## config.mk

```make
export PLATFORM = sky130hd
export DESIGN_NAME = mdu_issue_ctrl
export DESIGN_NICKNAME = d
export VERILOG_FILES = /design/src/rtl/mdu_pkg.sv /design/src/rtl/mdu_div_class.sv /design/src/rtl/mdu_spacing.sv /design/src/rtl/mdu_latency.sv /design/src/rtl/mdu_issue_ctrl.sv
export SDC_FILE = /design/constraint.sdc
export NUM_CORES = 1
export LEC_CHECK = 0
export BUFFER_PORTS_ARGS = -buffer_cell sky130_fd_sc_hd__buf_2
export CORE_MARGIN = 8
export CORE_UTILIZATION = 54
export CTS_BUF_LIST = sky130_fd_sc_hd__clkbuf_4 sky130_fd_sc_hd__clkbuf_8
export CTS_CLUSTER_SIZE = 28
export DETAILED_ROUTE_END_ITERATION = 7
export GPL_TIMING_DRIVEN = 0
export PLACE_DENSITY_LB_ADDON = 0.15
export SYNTH_ARGS = -nofsm -noshare
export SYNTH_HDL_FRONTEND = slang
export SYNTH_SLANG_ARGS = --single-unit
```

## constraint.sdc

```tcl
create_clock -name clk_i -period 3.95 [get_ports clk_i]
set_input_delay 0.79 -clock clk_i [delete_from_list [all_inputs] [get_ports clk_i]]
set_output_delay 0.79 -clock clk_i [all_outputs]
set_load 0.05 [all_outputs]
```

## src/rtl/mdu_pkg.sv

```systemverilog
package mdu_pkg;
  localparam int unsigned CNT_W = 8;
  localparam int unsigned NCLS  = 4;
  localparam int unsigned CLS_W = 2;

  typedef enum logic {
    CMD_START = 1'b0,
    CMD_END   = 1'b1
  } mdu_cmd_e;
endpackage

```

## src/rtl/mdu_div_class.sv

```systemverilog
module mdu_div_class #(
  parameter int unsigned DATA_W = 32
) (
  input  logic [DATA_W-1:0]       divisor_i,
  output logic [mdu_pkg::CLS_W-1:0] cls_o
);
  localparam int unsigned NBYTE = DATA_W / 8;

  // class = index of highest nonzero byte
  always_comb begin
    cls_o = '0;
    for (int b = 1; b < NBYTE; b++) begin
      if (|divisor_i[b*8 +: 8]) cls_o = mdu_pkg::CLS_W'(b);
    end
  end
endmodule

```

## src/rtl/mdu_spacing.sv

```systemverilog
module mdu_spacing #(
  parameter int unsigned W = 8
) (
  input  logic         clk_i,
  input  logic         rst_ni,
  input  logic         accept_i,
  input  logic [W-1:0] rate_i,
  output logic         open_o
);
  logic [W-1:0] wait_q;

  always_ff @(posedge clk_i or negedge rst_ni) begin
    if (!rst_ni) begin
      wait_q <= '0;
    end else if (accept_i) begin
      wait_q <= (rate_i == '0) ? '0 : rate_i - W'(1);
    end else if (wait_q != '0) begin
      wait_q <= wait_q - W'(1);
    end
  end

  assign open_o = (wait_q == '0);
endmodule

```

## src/rtl/mdu_latency.sv

```systemverilog
module mdu_latency #(
  parameter int unsigned W = 8
) (
  input  logic         clk_i,
  input  logic         rst_ni,
  input  logic         start_i,
  input  logic [W-1:0] lat_i,
  output logic         done_o,
  output logic         expired_o
);
  logic [W-1:0] cnt_q;

  always_ff @(posedge clk_i or negedge rst_ni) begin
    if (!rst_ni) begin
      cnt_q <= '0;
    end else if (start_i) begin
      cnt_q <= lat_i;
    end else if (cnt_q != '0) begin
      cnt_q <= cnt_q - W'(1);
    end
  end

  assign done_o    = (cnt_q == W'(1));
  assign expired_o = (cnt_q == '0);
endmodule

```

## src/rtl/mdu_issue_ctrl.sv

```systemverilog
module mdu_issue_ctrl
  import mdu_pkg::*;
#(
  parameter int unsigned TAG_W  = 4,
  parameter int unsigned DATA_W = 32,
  parameter logic [CNT_W-1:0] MUL_LAT = 8'd4,
  parameter logic [CNT_W-1:0] MUL_RPT = 8'd8,
  parameter logic [NCLS-1:0][CNT_W-1:0] DIV_LAT = {8'd34, 8'd26, 8'd18, 8'd10},
  parameter logic [NCLS-1:0][CNT_W-1:0] DIV_RPT = {8'd38, 8'd30, 8'd22, 8'd14}
) (
  input  logic              clk_i,
  input  logic              rst_ni,
  input  logic              req_valid_i,
  input  logic [TAG_W-1:0]  req_tag_i,
  input  logic              req_cmd_i,
  input  logic              req_div_i,
  input  logic [DATA_W-1:0] req_divisor_i,
  output logic              grant_o,
  output logic              complete_o,
  output logic              done_o,
  output logic [TAG_W-1:0]  done_tag_o
);
  logic             slot_v_q;
  logic [TAG_W-1:0] slot_tag_q;
  mdu_cmd_e         slot_cmd_q;

  logic [CLS_W-1:0] cls;
  logic [CNT_W-1:0] sel_lat, sel_rpt;
  logic             spacing_open, expired;
  logic             holder, new_ok, free_slot;
  mdu_cmd_e         cmd;

  assign cmd = mdu_cmd_e'(req_cmd_i);

  mdu_div_class #(.DATA_W(DATA_W)) u_class (
    .divisor_i (req_divisor_i),
    .cls_o     (cls)
  );

  assign sel_lat = req_div_i ? DIV_LAT[cls] : MUL_LAT;
  assign sel_rpt = req_div_i ? DIV_RPT[cls] : MUL_RPT;

  assign holder    = req_valid_i && slot_v_q && (req_tag_i == slot_tag_q);
  assign new_ok    = req_valid_i && !slot_v_q && spacing_open && (cmd == CMD_START);
  assign free_slot = holder && (cmd == CMD_END) && expired;

  assign grant_o    = holder || new_ok;
  assign complete_o = new_ok || (holder && ((cmd == CMD_START) || expired));

  mdu_spacing #(.W(CNT_W)) u_spacing (
    .clk_i    (clk_i),
    .rst_ni   (rst_ni),
    .accept_i (new_ok),
    .rate_i   (sel_rpt),
    .open_o   (spacing_open)
  );

  mdu_latency #(.W(CNT_W)) u_latency (
    .clk_i     (clk_i),
    .rst_ni    (rst_ni),
    .start_i   (new_ok),
    .lat_i     (sel_lat),
    .done_o    (done_o),
    .expired_o (expired)
  );

  always_ff @(posedge clk_i or negedge rst_ni) begin
    if (!rst_ni) begin
      slot_v_q   <= 1'b0;
      slot_tag_q <= '0;
      slot_cmd_q <= CMD_START;
    end else if (new_ok) begin
      slot_v_q   <= 1'b1;
      slot_tag_q <= req_tag_i;
      slot_cmd_q <= CMD_START;
    end else if (free_slot) begin
      slot_v_q   <= 1'b0;
      slot_cmd_q <= CMD_END;
    end else if (holder && (slot_cmd_q != cmd)) begin
      slot_cmd_q <= cmd;
    end
  end

  assign done_tag_o = slot_tag_q;
endmodule

```

# Word level (Yosys, flattened, before mapping)
# Cells that the tools add are included.
# W data, S select, Z words.
# classes
n_bitwise	1
magnitude_cmp	1
n_reduce_logical	23
addsub	3
eq_ne	2
mux	16
# ops
cell	n
$mux W8	9
$bmux W8 S2	2
$logic_not A8 Y1	3
$reduce_or A8 Y1	3
$sub A8 B1 Y8 const B	3
$reduce_bool A8 Y1	2
$eq A8 B1 Y1 const B	1
$logic_and A1 B1 Y1	8
$reduce_bool A2 Y1	3
$eq A4 B4 Y1	1
$mux W2	2
$logic_or A1 B1 Y1	3
$lt A2 B3 Y1 const B	1
$mux W1	3
$logic_not A1 Y1	1
$not A1 Y1	1
# word_totals
register_bits	21
in_bits	41

# Logic depth before layout (Yosys ltp)
# logic_depth
depth_word	10
depth_mapped	7
mapped_depth_nobuf	6

# Hierarchy
# From an unflattened synthesis, not the netlist that was laid out.
# hier_totals
hier_cells	172
hier_area_um2	1571.5
# modules_own_cells
module	seq_area_each_um2	cells_each	n_inst	area_per_inst_um2
mdu_spacing	200.2	66	1	631.9
mdu_latency	200.2	58	1	510.5
mdu_issue_ctrl	125.1	38	1	366.6
mdu_div_class	0.0	10	1	62.6

# Worst setup path before layout
# OpenSTA, ideal clock, no wires.
# synth_path
kind	input-to-output
from	input req_cmd_i
to	output complete_o
slack_ns	0.794
path_buffers	1
path_stages	4
required_time_ns	3.160
arrival_ns	2.366
cell_sequence	nor3b_1 > nand3_1 > clkbuf_1 > a22oi_1
# synth_via
elab_chain_cells	4
word_cells_on_any_way	5
# synth_lines
element	line_no	rtl
start, declared	mdu_issue_ctrl.sv:15	input logic req_cmd_i,
$not A1 Y1 *	mdu_issue_ctrl.sv:44, mdu_issue_ctrl.sv:48	
$logic_or A1 B1 Y1	mdu_issue_ctrl.sv:48	assign complete_o = new_ok || (holder && ((cmd == CMD_START) || expired));
$logic_and A1 B1 Y1	mdu_issue_ctrl.sv:48	
$logic_or A1 B1 Y1 *	mdu_issue_ctrl.sv:48	
end, declared	mdu_issue_ctrl.sv:19	output logic complete_o,
# Every way passes the cells marked *; elsewhere a longest branch is shown, timed or not.

# Worst setup path in the final report
# Ends and elaborated chain as after synthesis.

==> results.txt <==
----------------------------------------------------
[Logic synthesis]
  Mean area per synthesized cell ... roughly 9.4 sq um
  Number of enable-type register cells in the synthesized netlist ... 0
  FF+latch count, synth ... 21
  Part of the Yosys area used for sequential elements ... 0.4247
  Commonest register cell after synthesis ... sky130_fd_sc_hd__dfrtp_1
  Number of distinct library cell variants in the gate-level netlist after synthesis ... 37
  Net count after synthesis ... between 150 and 200
  Yosys warning count ... 0
  Cell area after technology mapping ... 1237 sq um
  Async set or reset register ratio after synthesis ... 1.000
  Gate Count Post-Synth ... about 130

[Timing]
  Number of hold violations in the final report ... 0
  Total count of max-transition violations in the final report ... 0
  Setup repair after global routing missed its margin ... no
  Final worst path period need ... roughly 3.2 ns
  Layout Skew ... 0.001669 ns
  Final WS setup ... 0.7359 ns
  Slew at the pin with the worst max-slew slack ... around 0.65 ns
  Relative max-transition margin ... 0.5542
  Fmax ... between 300 and 400 MHz
  Worst hold slack after final layout ... around 0.42 ns
  Sum of negative setup slack ... 0 ns
  Final count of negative-setup-slack endpoints ... 0
  Final period util ... 0.8137

[CTS]
  TritonCTS clock tree ... yes
  # Post-CTS Setup Buffers ... 0
  Clock latency of the later-clocked register in the worst-skew pair ... slightly below 0.3 ns
  Number of buffers inserted during clock tree synthesis ... 3
  Clock-pin transition on the worst setup and hold timing paths ... 0.11 ns
  Number of clock sinks ... 21
  Cts hold-fix bufs ... 0
  Clock tree buffer depth ... 2
  Clk Tree Root Cell ... sky130_fd_sc_hd__clkbuf_4
  Deepest level of the CTS H-tree ... 1
  PostCTS Resize Cnt ... 0

[Floorplanning]
  Core box area ... between 2000 and 2500 sq um
  Initial cell density of the core ... 0.5648
  X dimension of the die ... between 60 and 70 microns
  Vertical die dimension ... around 64 microns
  I/O pins ... 48
  Die area ... ~4100 sq um
  Floorplan row count ... 17

[Setup path]
  Beginning of the critical path ... req_cmd_i
  Critical path startpoint category ... input pin
  Req. time, crit path ... ~3.2 ns
  FF-to-FF Start ... u_spacing.wait_q[0]$_DFFE_PN0P_
  Kind of capture point of the worst setup path ... output port
  Worst-case reg-to-reg path depth ... 6
  Flop2flop setup slack ... about 1.9 ns
  Kind of critical path ... input pin to output port
  R2r endpoint ... u_latency.cnt_q[3]$_DFFE_PN0P_
  Worst endpoint data arrival time ... 2.42 ns
  Largest driver fanout on the critical path ... 10

[Layout]
  Most common cell after layout, fill and taps aside ... sky130_fd_sc_hd__buf_2
  Layout Cell Area excl Fill ... 1498 sq um
  Reg area ... 525.5 sq um
  Most frequent cells in the layout ... sky130_fd_sc_hd__buf_2, sky130_fd_sc_hd__nand2_1, sky130_fd_sc_hd__dfrtp_1
  Fraction of layout cells with a size suffix above 1 ... 0.3103
  Final cell count without fillers ... between 200 and 250
  Multi-input combinational cell area ... ~700 sq um
  Post-layout util ... 0.6836
  Final-stage net count ... 220
  FILL cells ... 190
  Relative area change from synthesis to final layout ... 21.03%
  Diodes inserted ... 0

[Detailed routing]
  Total wirelength of the detailed-routed design ... roughly 2800 microns
  Wirelength per Cell ... about 14 microns
  Count of TritonRoute iterations in the first routing pass ... 4
  Count of unresolved DRC violations after routing ... 0
  Via total after detailed routing ... 1,123
  Routed vias/inst ... roughly 5.6
  Post-route ant nets ... 0
  Drt first-iter violations ... 20

[GRT]
  All-Layer GR Usage ... 0.1404
  Most heavily used metal layer in global routing ... met2
  Total congestion overflow after global routing ... 0
  Vias in the first global route ... roughly 1,200
  Met2 capacity usage during global routing ... 0.2334
  Met1 routing resource usage after global routing ... 0.1635
  Met3 capacity usage during global routing ... 0.05401
  First-pass GRT wire length ... slightly below 5000 microns
  Largest net degree at the start of global routing ... 22
  Initial antenna violation count ... 0

[Flow run]
  Number of maximum-capacitance violations ... 0

[Placed design]
  RD Place Congestion ... around 0.83
  Post-placement worst setup slack ... 0.7538 ns
  Count of placed standard cells including taps ... about 200
  Area of placed instances ... 1468 sq um
  Count of input and output buffers ... 39
  Detail Placement HPWL ... between 2000 and 2500 microns

[Pwr]
  Static Leakage ... a little over 0.7 nW
  Power density over the cells ... just under 700 nW/um^2
  Total power ... between 1 and 1.5 mW
  Peak VDD IR ... 0.4022 mV

[Outcome]
  Run status ... completed

[Worst hold path]
  Path category of the worst min-delay check ... input pin to asynchronous set/reset pin

----------------------------------------------------
## kinds of logic (layout without fill, tap and decap cells)
group / Yosys count / in the layout / share of synthesized area
AO/OA/AOI/OAI: 21 / 21 / 0.1274
multiplexers: 2 / 2 / 0.01820
flip-flops: 21 / 21 / 0.4247
adder cells (fa/ha/maj): 4 / 4 / 0.04045
buffers and inverters: 8 / 51 / 0.02427
AND/OR/NAND/NOR: 63 / 63 / 0.2801
XOR/XNOR: 12 / 12 / 0.08493
## state kept, by name, summed over array words and instances (netlist names)
signal and flops:
u_latency.cnt_q 8, slot_v_q 1, u_spacing.wait_q 8, done_tag_o 4
## area by class of cell
cell class / instances / area share
multi-input combinational: 102 / 0.4553
sequential: 21 / 0.3509
timing repair buffer: 39 / 0.1303
tap: 28 / 0.02339
clock buffer: 4 / 0.02005
inverter: 6 / 0.01504
buffer: 2 / 0.005013
## worst max-delay path by stage
stage	end	slack, ns	cells past startpoint
after global placement	complete_o	0.81	6
after floorplan	complete_o	0.79	4
after CTS	complete_o	0.74	6
final	complete_o	0.74	6
after detailed placement	complete_o	0.75	6
after global routing	complete_o	0.53	6
## Yosys cell counts, types with 2 or more instances
cell                        n  share of area
sky130_fd_sc_hd__nor3b_1    2          0.012
sky130_fd_sc_hd__and2_1     2          0.010
sky130_fd_sc_hd__o21ai_0    6          0.024
sky130_fd_sc_hd__mux2_2     2          0.018
sky130_fd_sc_hd__nand3_1    4          0.016
sky130_fd_sc_hd__inv_1      6          0.018
sky130_fd_sc_hd__nor2_1     8          0.024
sky130_fd_sc_hd__o211ai_1   2          0.012
sky130_fd_sc_hd__dfrtp_1   21           0.42
sky130_fd_sc_hd__xnor2_1    4          0.028
sky130_fd_sc_hd__nor3_1     5          0.020
sky130_fd_sc_hd__xor2_1     8          0.057
sky130_fd_sc_hd__clkbuf_1   2         0.0061
sky130_fd_sc_hd__nand2_1   21          0.064
sky130_fd_sc_hd__nor4_1     6          0.030
sky130_fd_sc_hd__ha_1       4          0.040
sky130_fd_sc_hd__or4_1      2          0.012
sky130_fd_sc_hd__a21oi_1    4          0.016
sky130_fd_sc_hd__or3b_2     2          0.014
sky130_fd_sc_hd__a31o_2     2          0.014
sky130_fd_sc_hd__and3_1     2          0.010
## worst max-delay path, cell delays in order
cell and delay, ns:
sky130_fd_sc_hd__buf_2 0.12, sky130_fd_sc_hd__nor3b_1 0.52, sky130_fd_sc_hd__nand3_1 0.17, sky130_fd_sc_hd__clkbuf_1 0.28, sky130_fd_sc_hd__a22oi_1 0.24, sky130_fd_sc_hd__buf_2 0.30
## routing by layer
| layer | wire (microns) | vias up | part of all wire |
|---|---|---|---|
| met4 | 25 | 0 | 0.0091 |
| met1 | 1238 | 516 | 0.45 |
| met2 | 1242 | 46 | 0.45 |
| met3 | 244 | 4 | 0.089 |
| met5 | 0 | - | 0 |
| li1 | - | 557 | - |
## power by group
group / internal, mW / leakage, nW / switching (mW)
registers: 0.321 / 0.259 / 0.121
clock network: 0.0461 / 0.0184 / 0.0592
logic: 0.206 / 0.439 / 0.256
total: 0.573 / 0.717 / 0.436
No activity file was read; power rests on OpenSTA's default activity.
